==> src/rtl/dma_regif_pkg.sv <==
package dma_regif_pkg;

    typedef enum logic [1:0] {
        RG_NONE = 2'd0,
        RG_GLOB = 2'd1,
        RG_CHAN = 2'd2,
        RG_ID   = 2'd3
    } region_e;

    typedef struct packed {
        region_e     region;
        logic [2:0]  chan;
        logic [3:0]  word;
        logic        ok;
    } dec_t;

    // global word numbers (offset / 4)
    localparam logic [3:0] GW_ALL   = 4'd0;
    localparam logic [3:0] GW_TCST  = 4'd1;
    localparam logic [3:0] GW_TCCLR = 4'd2;
    localparam logic [3:0] GW_ERST  = 4'd3;
    localparam logic [3:0] GW_ERCLR = 4'd4;
    localparam logic [3:0] GW_TCRAW = 4'd5;
    localparam logic [3:0] GW_ERRAW = 4'd6;
    localparam logic [3:0] GW_ENA   = 4'd7;
    localparam logic [3:0] GW_CFG   = 4'd12;
    localparam logic [3:0] GW_SYNC  = 4'd13;

    // bank word numbers
    localparam logic [3:0] CW_SRC = 4'd0;
    localparam logic [3:0] CW_DST = 4'd1;
    localparam logic [3:0] CW_LNK = 4'd2;
    localparam logic [3:0] CW_CTL = 4'd3;
    localparam logic [3:0] CW_CFG = 4'd4;

    function automatic logic [7:0] id_byte(input logic [2:0] k, input int nch);
        case (k)
            3'd0:    id_byte = (nch == 8) ? 8'h80 : 8'h81;
            3'd1:    id_byte = 8'h10;
            3'd2:    id_byte = 8'h04;
            3'd3:    id_byte = 8'h0A;
            3'd4:    id_byte = 8'h0D;
            3'd5:    id_byte = 8'hF0;
            3'd6:    id_byte = 8'h05;
            default: id_byte = 8'hB1;
        endcase
    endfunction

endpackage

==> src/rtl/dma_regif_decode.sv <==
module dma_regif_decode
    import dma_regif_pkg::*;
#(
    parameter int NCH = 8
) (
    input  logic [11:0] addr,
    input  logic        write,
    output dec_t        dec
);

    always_comb begin
        dec        = '0;
        dec.region = RG_NONE;
        if (addr[11:8] == 4'h1) begin
            dec.region = RG_CHAN;
            dec.chan   = addr[7:5];
            dec.word   = {1'b0, addr[4:2]};
            dec.ok     = (32'(addr[7:5]) < NCH) && ({1'b0, addr[4:2]} <= CW_CFG);
        end else if (addr >= 12'hFE0) begin
            dec.region = RG_ID;
            dec.word   = {1'b0, addr[4:2]};
            dec.ok     = !write;
        end else if ((addr[11:6] == 6'd0) && (addr[5:2] <= GW_SYNC)) begin
            dec.region = RG_GLOB;
            dec.word   = addr[5:2];
            if (write)
                dec.ok = (addr[5:2] == GW_TCCLR) || (addr[5:2] == GW_ERCLR) ||
                         (addr[5:2] >= 4'd8);
            else
                dec.ok = (addr[5:2] != GW_TCCLR) && (addr[5:2] != GW_ERCLR);
        end
    end

endmodule

==> src/rtl/dma_regif_chbank.sv <==
module dma_regif_chbank
    import dma_regif_pkg::*;
(
    input  logic        clk,
    input  logic        rst_n,
    input  logic        we,
    input  logic [3:0]  word,
    input  logic [31:0] wdata,
    output logic [31:0] src,
    output logic [31:0] dst,
    output logic [31:0] lnk,
    output logic [31:0] ctl,
    output logic [31:0] cfg
);

    typedef struct packed {
        logic [31:0] src;
        logic [31:0] dst;
        logic [31:0] lnk;
        logic [31:0] ctl;
        logic [31:0] cfg;
    } bank_t;

    bank_t bank_d, bank_q;

    always_comb begin
        bank_d = bank_q;
        if (we) begin
            case (word)
                CW_SRC:  bank_d.src = wdata;
                CW_DST:  bank_d.dst = wdata;
                CW_LNK:  bank_d.lnk = wdata;
                CW_CTL:  bank_d.ctl = wdata;
                CW_CFG:  bank_d.cfg = wdata;
                default: ;
            endcase
        end
    end

    always_ff @(posedge clk or negedge rst_n) begin
        if (!rst_n) bank_q <= '0;
        else        bank_q <= bank_d;
    end

    assign src = bank_q.src;
    assign dst = bank_q.dst;
    assign lnk = bank_q.lnk;
    assign ctl = bank_q.ctl;
    assign cfg = bank_q.cfg;

    AST_BANK_HOLD: assert property (@(posedge clk) disable iff (!rst_n)
        !we |=> $stable(bank_q));

endmodule

==> src/rtl/dma_regif.sv <==
module dma_regif
    import dma_regif_pkg::*;
#(
    parameter int NCH = 8
) (
    input  logic              clk,
    input  logic              rst_n,
    input  logic              req_valid,
    input  logic              req_write,
    input  logic [11:0]       req_addr,
    input  logic [31:0]       req_wdata,
    input  logic [NCH-1:0]    tc_stat_i,
    input  logic [NCH-1:0]    tc_raw_i,
    input  logic [NCH-1:0]    err_stat_i,
    input  logic [NCH-1:0]    err_raw_i,
    output logic [31:0]       rd_data,
    output logic              bad_access,
    output logic              reeval,
    output logic [NCH-1:0]    tc_clear,
    output logic [NCH-1:0]    err_clear,
    output logic [31:0]       glob_cfg,
    output logic [31:0]       glob_sync,
    output logic [NCH*32-1:0] ch_src,
    output logic [NCH*32-1:0] ch_dst,
    output logic [NCH*32-1:0] ch_link,
    output logic [NCH*32-1:0] ch_ctl,
    output logic [NCH*32-1:0] ch_cfg
);

    localparam int IW = (NCH > 1) ? $clog2(NCH) : 1;

    typedef struct packed {
        logic [31:0]    rdata;
        logic           bad;
        logic           reeval;
        logic [NCH-1:0] tcclr;
        logic [NCH-1:0] erclr;
        logic [31:0]    gcfg;
        logic [31:0]    sync;
    } state_t;

    state_t st_d, st_q;
    dec_t   dec;

    logic [31:0] src_w [NCH];
    logic [31:0] dst_w [NCH];
    logic [31:0] lnk_w [NCH];
    logic [31:0] ctl_w [NCH];
    logic [31:0] cfg_w [NCH];
    logic [31:0] rd_val;
    logic [31:0] ena_w;

    dma_regif_decode #(.NCH(NCH)) u_dec (
        .addr  (req_addr),
        .write (req_write),
        .dec   (dec)
    );

    for (genvar i = 0; i < NCH; i++) begin : g_bank
        logic we_i;
        assign we_i = req_valid && req_write && dec.ok &&
                      (dec.region == RG_CHAN) && (dec.chan == 3'(i));
        dma_regif_chbank u_bank (
            .clk   (clk),
            .rst_n (rst_n),
            .we    (we_i),
            .word  (dec.word),
            .wdata (req_wdata),
            .src   (src_w[i]),
            .dst   (dst_w[i]),
            .lnk   (lnk_w[i]),
            .ctl   (ctl_w[i]),
            .cfg   (cfg_w[i])
        );
        assign ch_src [i*32 +: 32] = src_w[i];
        assign ch_dst [i*32 +: 32] = dst_w[i];
        assign ch_link[i*32 +: 32] = lnk_w[i];
        assign ch_ctl [i*32 +: 32] = ctl_w[i];
        assign ch_cfg [i*32 +: 32] = cfg_w[i];
        assign ena_w[i] = cfg_w[i][0];
    end
    if (NCH < 32) begin : g_ena_pad
        assign ena_w[31:NCH] = '0;
    end

    // read multiplexer
    always_comb begin
        rd_val = '0;
        case (dec.region)
            RG_CHAN: begin
                case (dec.word)
                    CW_SRC:  rd_val = src_w[dec.chan[IW-1:0]];
                    CW_DST:  rd_val = dst_w[dec.chan[IW-1:0]];
                    CW_LNK:  rd_val = lnk_w[dec.chan[IW-1:0]];
                    CW_CTL:  rd_val = ctl_w[dec.chan[IW-1:0]];
                    CW_CFG:  rd_val = cfg_w[dec.chan[IW-1:0]];
                    default: rd_val = '0;
                endcase
            end
            RG_ID:   rd_val = {24'd0, id_byte(dec.word[2:0], NCH)};
            RG_GLOB: begin
                case (dec.word)
                    GW_ALL:   rd_val = 32'(tc_stat_i | err_stat_i);
                    GW_TCST:  rd_val = 32'(tc_stat_i);
                    GW_ERST:  rd_val = 32'(err_stat_i);
                    GW_TCRAW: rd_val = 32'(tc_raw_i);
                    GW_ERRAW: rd_val = 32'(err_raw_i);
                    GW_ENA:   rd_val = ena_w;
                    GW_CFG:   rd_val = st_q.gcfg;
                    GW_SYNC:  rd_val = st_q.sync;
                    default:  rd_val = '0;
                endcase
            end
            default: rd_val = '0;
        endcase
    end

    always_comb begin
        st_d        = st_q;
        st_d.rdata  = '0;
        st_d.bad    = 1'b0;
        st_d.reeval = 1'b0;
        st_d.tcclr  = '0;
        st_d.erclr  = '0;
        if (req_valid) begin
            if (!dec.ok) begin
                st_d.bad = 1'b1;
            end else if (req_write) begin
                if (dec.region == RG_CHAN) begin
                    st_d.reeval = (dec.word == CW_CFG);
                end else if (dec.region == RG_GLOB) begin
                    case (dec.word)
                        GW_TCCLR: st_d.tcclr = req_wdata[NCH-1:0];
                        GW_ERCLR: st_d.erclr = req_wdata[NCH-1:0];
                        GW_CFG: begin
                            st_d.gcfg   = req_wdata;
                            st_d.reeval = 1'b1;
                        end
                        GW_SYNC:  st_d.sync = req_wdata;
                        default:  ;
                    endcase
                end
            end else begin
                st_d.rdata = rd_val;
            end
        end
    end

    always_ff @(posedge clk or negedge rst_n) begin
        if (!rst_n) st_q <= '0;
        else        st_q <= st_d;
    end

    assign rd_data    = st_q.rdata;
    assign bad_access = st_q.bad;
    assign reeval     = st_q.reeval;
    assign tc_clear   = st_q.tcclr;
    assign err_clear  = st_q.erclr;
    assign glob_cfg   = st_q.gcfg;
    assign glob_sync  = st_q.sync;

    AST_IDLE_QUIET: assert property (@(posedge clk) disable iff (!rst_n)
        !req_valid |=> (rd_data == '0 && !bad_access && !reeval));
    AST_REEVAL_FROM_WRITE: assert property (@(posedge clk) disable iff (!rst_n)
        reeval |-> $past(req_valid && req_write));
    AST_CLEAR_FROM_WRITE: assert property (@(posedge clk) disable iff (!rst_n)
        ((|tc_clear) || (|err_clear)) |-> $past(req_valid && req_write));
    AST_CFG_HOLD: assert property (@(posedge clk) disable iff (!rst_n)
        !(req_valid && req_write) |=> $stable(glob_cfg) && $stable(glob_sync));
    AST_BAD_NO_DATA: assert property (@(posedge clk) disable iff (!rst_n)
        bad_access |-> (rd_data == '0 && !reeval));

endmodule

==> config.mk <==
export PLATFORM = sky130hd
export DESIGN_NAME = dma_regif
export DESIGN_NICKNAME = d
export VERILOG_FILES = /design/src/rtl/dma_regif_pkg.sv /design/src/rtl/dma_regif_decode.sv /design/src/rtl/dma_regif_chbank.sv /design/src/rtl/dma_regif.sv
export SDC_FILE = /design/constraint.sdc
export NUM_CORES = 2
export LEC_CHECK = 0
export BUFFER_PORTS_ARGS = -buffer_cell sky130_fd_sc_hd__buf_4
export CAP_MARGIN = 20
export CORE_AREA = 3 3 573 575
export DETAILED_ROUTE_END_ITERATION = 12
export DIE_AREA = 0 0 576 578
export SLEW_MARGIN = 20
export SYNTH_ARGS = -nofsm -noshare
export SYNTH_HDL_FRONTEND = slang
export SYNTH_SLANG_ARGS = --single-unit
==> constraint.sdc <==
create_clock -name clk -period 1.6 [get_ports clk]
set_input_delay 0.08 -clock clk [delete_from_list [all_inputs] [get_ports clk]]
set_output_delay 0.08 -clock clk [all_outputs]
set_load 0.02 [all_outputs]
-- After elaboration in Yosys (flattened, before gate mapping)
Index checks and enable logic that the tools add are counted.
Widths: inputs -> output; s select.
- magnitude comparators: 5
- reductions and logical operators: 62
- muxes and demuxes: 41
- equal/unequal tests: 30
- bitwise gates (word level): 3
- operator list (kind ; number):
    $bmux 32 s3 ; 5
    $mux 32 ; 14
    $pmux 32 s8 ; 1
    $mux 81 ; 3
    $pmux 32 s5 ; 1
    $mux 114 ; 1
    $pmux 32 s3 ; 1
    $mux 80 ; 1
    $reduce_and 2->1 ; 40
    $pmux 8 s7 ; 1
    $eq 3x3->1 const B ; 7
    $eq 4x3->1 const B ; 5
    $mux 8 ; 2
    $mux 5 ; 3
    $logic_and 1x1->1 ; 13
    $eq 3x2->1 const B ; 4
    $eq 4x2->1 const B ; 3
    $ge 12x12->1 const B ; 1
    $reduce_and 6->1 ; 2
    $eq 4x1->1 const B ; 2
    $eq 4x4->1 const B ; 2
    $ge 4x4->1 const B ; 2
    $or 8x8->8 ; 1
    $eq 3x1->1 const B ; 2
    16 further kinds ; 24
- input port bits: 80
- word-level logic and storage cells: 188
- flip-flop bits (word level): 1394
- output and inout bits: 1394

-- Logic depth before layout (Yosys ltp)
- word-level depth: 14
- mapped depth: 11
- depth with buffers taken out: 7

-- Modules after synthesis
Synthesis repeated with hierarchy kept, for this count alone.
- cells, all modules: 4224
- area total of the unflattened synthesis: 63419.6 sq um
- by module, submodules not included (module ; seq. area each (sq um) ; cells each ; instances ; area each (sq um)):
    dma_regif_chbank ; 4003.8 ; 343 ; 8 ; 5954.5
    dma_regif ; 2852.7 ; 1456 ; 1 ; 15636.2
    dma_regif_decode ; 0.0 ; 24 ; 1 ; 147.6

-- Worst setup path after synthesis
OpenSTA, ideal clock, no wires.
- path type: input-to-reg
- from: in req_addr[9]
- to: reg g_bank[1].u_bank.bank_q (netlist bit g_bank[1].u_bank.dst[10])
- path buffers: 3
- arrival: 2.137 ns
- cell stages on the path: 8
- required time: 1.475 ns
- library setup time: 0.125 ns
- slack: -0.662 ns
- cell sequence: or3_4 > a2bb2oi_1 > or4_1 > buf_2 > buf_4 > nor3_4 > buf_2 > mux2_2
- word-level cells in the longest chain between the ends: 9
- elaborated cells on any way between the ends: 18
- those cells by class: order compare (1); eq/ne (4); mux (7); reduce/logical (6)
- RTL lines (item ; line ; RTL):
    from (decl) ; dma_regif.sv:10 ; input logic [11:0] req_addr,
    branches (longest 8 deep; another with $ge 12x12->1) ; -- ;
    $reduce_and 2->1 (no source line) * ; -- ;
    to (signal assigned) ; dma_regif_chbank.sv:42 ; else bank_q <= bank_d;
    to (decl) ; dma_regif_chbank.sv:24 ; bank_t bank_d, bank_q;
Mark *: on every way between the ends.
A chain may end at the register's enable or synchronous reset.

==> results.toml <==
[min_path]
hold_end = "glob_cfg[6]$_DFFE_PN0P_"
hold_path_depth = 5
worstHoldStart = "req_addr[3]"
worst_hold_path_type = "input port to register"

[timing]
hold_viol_final = 0
min_period_ps = 2020
max_slew_margin = 0.246
worstMarginPinSlew_ps = 1130
final.setup_skew_ps = 81.3
finalSetupViolCount = 1891
setup_slack_ps = -423
finalMaxSlewViolations = 0
max_freq_ghz = 0.494
fin_crit_sh = 1.26
rsz0062_at_grt = "true"

[floorplanning]
core_area_um2 = 324000
die_h_um = 578
rows = 209
die_area_um2 = 333000
ios = 1474
die_x_um = 576
start_util = 0.201

[clock_tree]
cts_hold_buf = 58
clockRootBuffer = "clkbuf_16"
cts.htree.levels = 4
clkSinkCount = 1394
numCtsBuffers = 173
clk_pin_slew_ps = 60
clkLatencyLatePin_ps = 890
cts_tree = "done"
clockBufferDepth = 4

[synth]
syn_avg_cell_area_um2 = 12.5
ys_types = 86
synth-edff-count = 0
synth_common_cells = "1394 x dfrtp_1, 1311 x mux2_2, 332 x nor2_1"
ys_ff_latch = 1394
syn-num-nets = 5295
post-synth-top-area-fraction = 0.535
syn_inst = 5215
synthArstFlopShare = 1.00
synth_flop_cell = "dfrtp_1"
ys_warn_count = 0
netlist_area_um2 = 65200
synth_top_area_cell = "dfrtp_1"
yosysSeqAreaShare = 0.535
yosysMostFrequentCell = "dfrtp_1"
synth.area.top_cells = "dfrtp_1 53%, mux2_2 23%, mux2i_1 2.0%, nor2_1 1.9%, o221ai_1 1.8%"

[power]
power.switching_w = 0.0216
ir_drop_mv = 0.887
p_total_w = 0.0829
p_clk_frac = 0.501
leakage_nw = 53.7
p_seq_frac = 0.426
powerDensity_nw_per_um2 = 766
cellInternalPower_w = 0.0612
combPwrFrac = 0.073
switching_share = 0.261

[placed_design]
place.gp.congestion = 0.937
port_buffers = 1471
post_dp_cell_area_um2 = 94700
hpwl_mm = 372
placed_cells = 12014

[worst_setup_path]
cp.arrival_ps = 2710
ff2ff_path_depth = 7
worstSetupStartpointType = "input port"
r2r-end = "rd_data[27]$_DFF_PN0_"
r2r_start = "g_bank[5].u_bank.ctl[27]$_DFFE_PN0P_"
critical_path_class = "input port to register"
end_kind = "register"
path_max_fanout = 5
critical_path_required_ps = 2280
reg2reg_slack_ps = -420

[grt]
antenna_found_initial = 50
grt_pass1_wl_mm = 634
grt_usage = 0.283
grt_max_degree = 104
gr-total-overflow = 0
grt_pass1_vias = 64667

[route]
vias = 64100
wl_per_cell_um = 40.1
vias_per_cell = 5.07
wl_mm = 507
detail_route.iter0.violations = 7285
antenna_left = 0
route.detailed.drc = 0
first_pass_iters = 6

[flow_run]
maxCapViolations = 0

[final_layout]
fill_cells = 32422
fin_area_um2 = 108000
fin_cells = 12654
fin_nets = 8255
area_growth_syn_to_layout_pct = 65.9
drive_above_1_share = 0.630

[outcome]
violations = "negative setup slack"
status = "complete, but fails checks"
==> critical path, cell delays in order <==
cell and delay, ps:
buf_8 110, or4b_4 600, buf_6 160, nor2_4 140, buf_12 160, buf_16 160
buf_12 120, mux2i_4 360, buf_6 160, a221oi_2 70, o31ai_2 240, buf_4 200
a41oi_2 100
==> placed cells by master, fill, tap and decap left out, types with 121 or more instances in the layout <==
cell       count
a21oi_1      168
mux2_2      1048
mux2i_1      121
nor2_1       312
dfrtp_1     1386
mux2_4       285
o21ai_0      124
buf_4       2767
clkbuf_16    197
buf_12       287
o22ai_1      135
==> power groups by stage <==
stage               Sequential, W  Combinational [W]  Clock (W)
finish                     0.0353            0.00604     0.0415
global route               0.0353            0.00626     0.0434
CTS                        0.0353            0.00576     0.0421
detailed placement         0.0360            0.00530          0
global placement           0.0360            0.00526          0
floorplan                  0.0360            0.00172          0
==> layer usage <==
| layer | global-route usage | wire length (um) | vias up |
|---|---|---|---|
| met5 | 0 | 88 | - |
| met4 | 0.152 | 33200 | 14 |
| met3 | 0.0965 | 54700 | 1095 |
| met2 | 0.454 | 230000 | 4278 |
| met1 | 0.333 | 189000 | 33434 |
| li1 | - | - | 25279 |
==> timing repair <==
action                      CTS  global route
resized for setup           552           331
pin swaps                    94           106
setup endpoints to repair  2311          2317
cloned                       27            26
buffers inserted            115           114
hold endpoints to repair   2765             1
==> worst max-delay path by stage <==
stage	from	to	slack, ps	cells after the start
floorplan	req_addr[9]	g_bank[4].u_bank.dst[10]$_DFFE_PN0P_	-620	8
global placement	req_addr[9]	rd_data[31]$_DFF_PN0_	-1730	15
detailed placement	req_addr[9]	rd_data[6]$_DFF_PN0_	-1730	12
CTS	g_bank[7].u_bank.cfg[13]$_DFFE_PN0P_	rd_data[13]$_DFF_PN0_	-490	6
global route	g_bank[3].u_bank.dst[2]$_DFFE_PN0P_	rd_data[2]$_DFF_PN0_	-430	8
finish	req_addr[11]	rd_data[6]$_DFF_PN0_	-420	13
==> final cells by class <==
class | count | area (um2) | share of cell area
diodes | 25 | 62.6 | 0.000578
clock inverters | 63 | 832 | 0.00769
flip-flops and latches | 1394 | 34900 | 0.323
repair buffers | 3310 | 30800 | 0.285
well taps | 4325 | 5410 | 0.0500
clock buffers | 241 | 4980 | 0.0460
inverters | 58 | 230 | 0.00213
multi-input cells | 3238 | 31000 | 0.286
==> flip-flops by register name, indices dropped and copies added (netlist names) <==
register,cells
g_bank.u_bank.ctl,256
g_bank.u_bank.src,256
glob_sync,32
g_bank.u_bank.lnk,256
reeval,1
bad_access,1
err_clear,8
g_bank.u_bank.dst,256
g_bank.u_bank.cfg,256
rd_data,32
glob_cfg,32
tc_clear,8
==> cell families after synthesis <==
logic type / count (synthesis) / share of synthesized area
compound gates: 1004 / 0.104
xor+xnor: 2 / 0.000269
buf+inv: 583 / 0.0392
flops: 1394 / 0.535
mux: 1559 / 0.272
simple gates: 673 / 0.0493
==> through the flow <==
step           utilization  worst slack, ps  hold WS [ps]  setup TNS (ps)
2_1_floorplan            -             -621          -216         -719120
3_3_place_gp         0.292            -1730          60.0        -1645350
3_5_place_dp         0.292            -1730          60.1        -1628810
4_1_cts              0.325             -494         -26.5         -288420
5_1_grt              0.334             -430         -10.0         -351150
6_report             0.334             -423          31.5         -311000
Note: power is estimated with default switching activity, not from simulation.
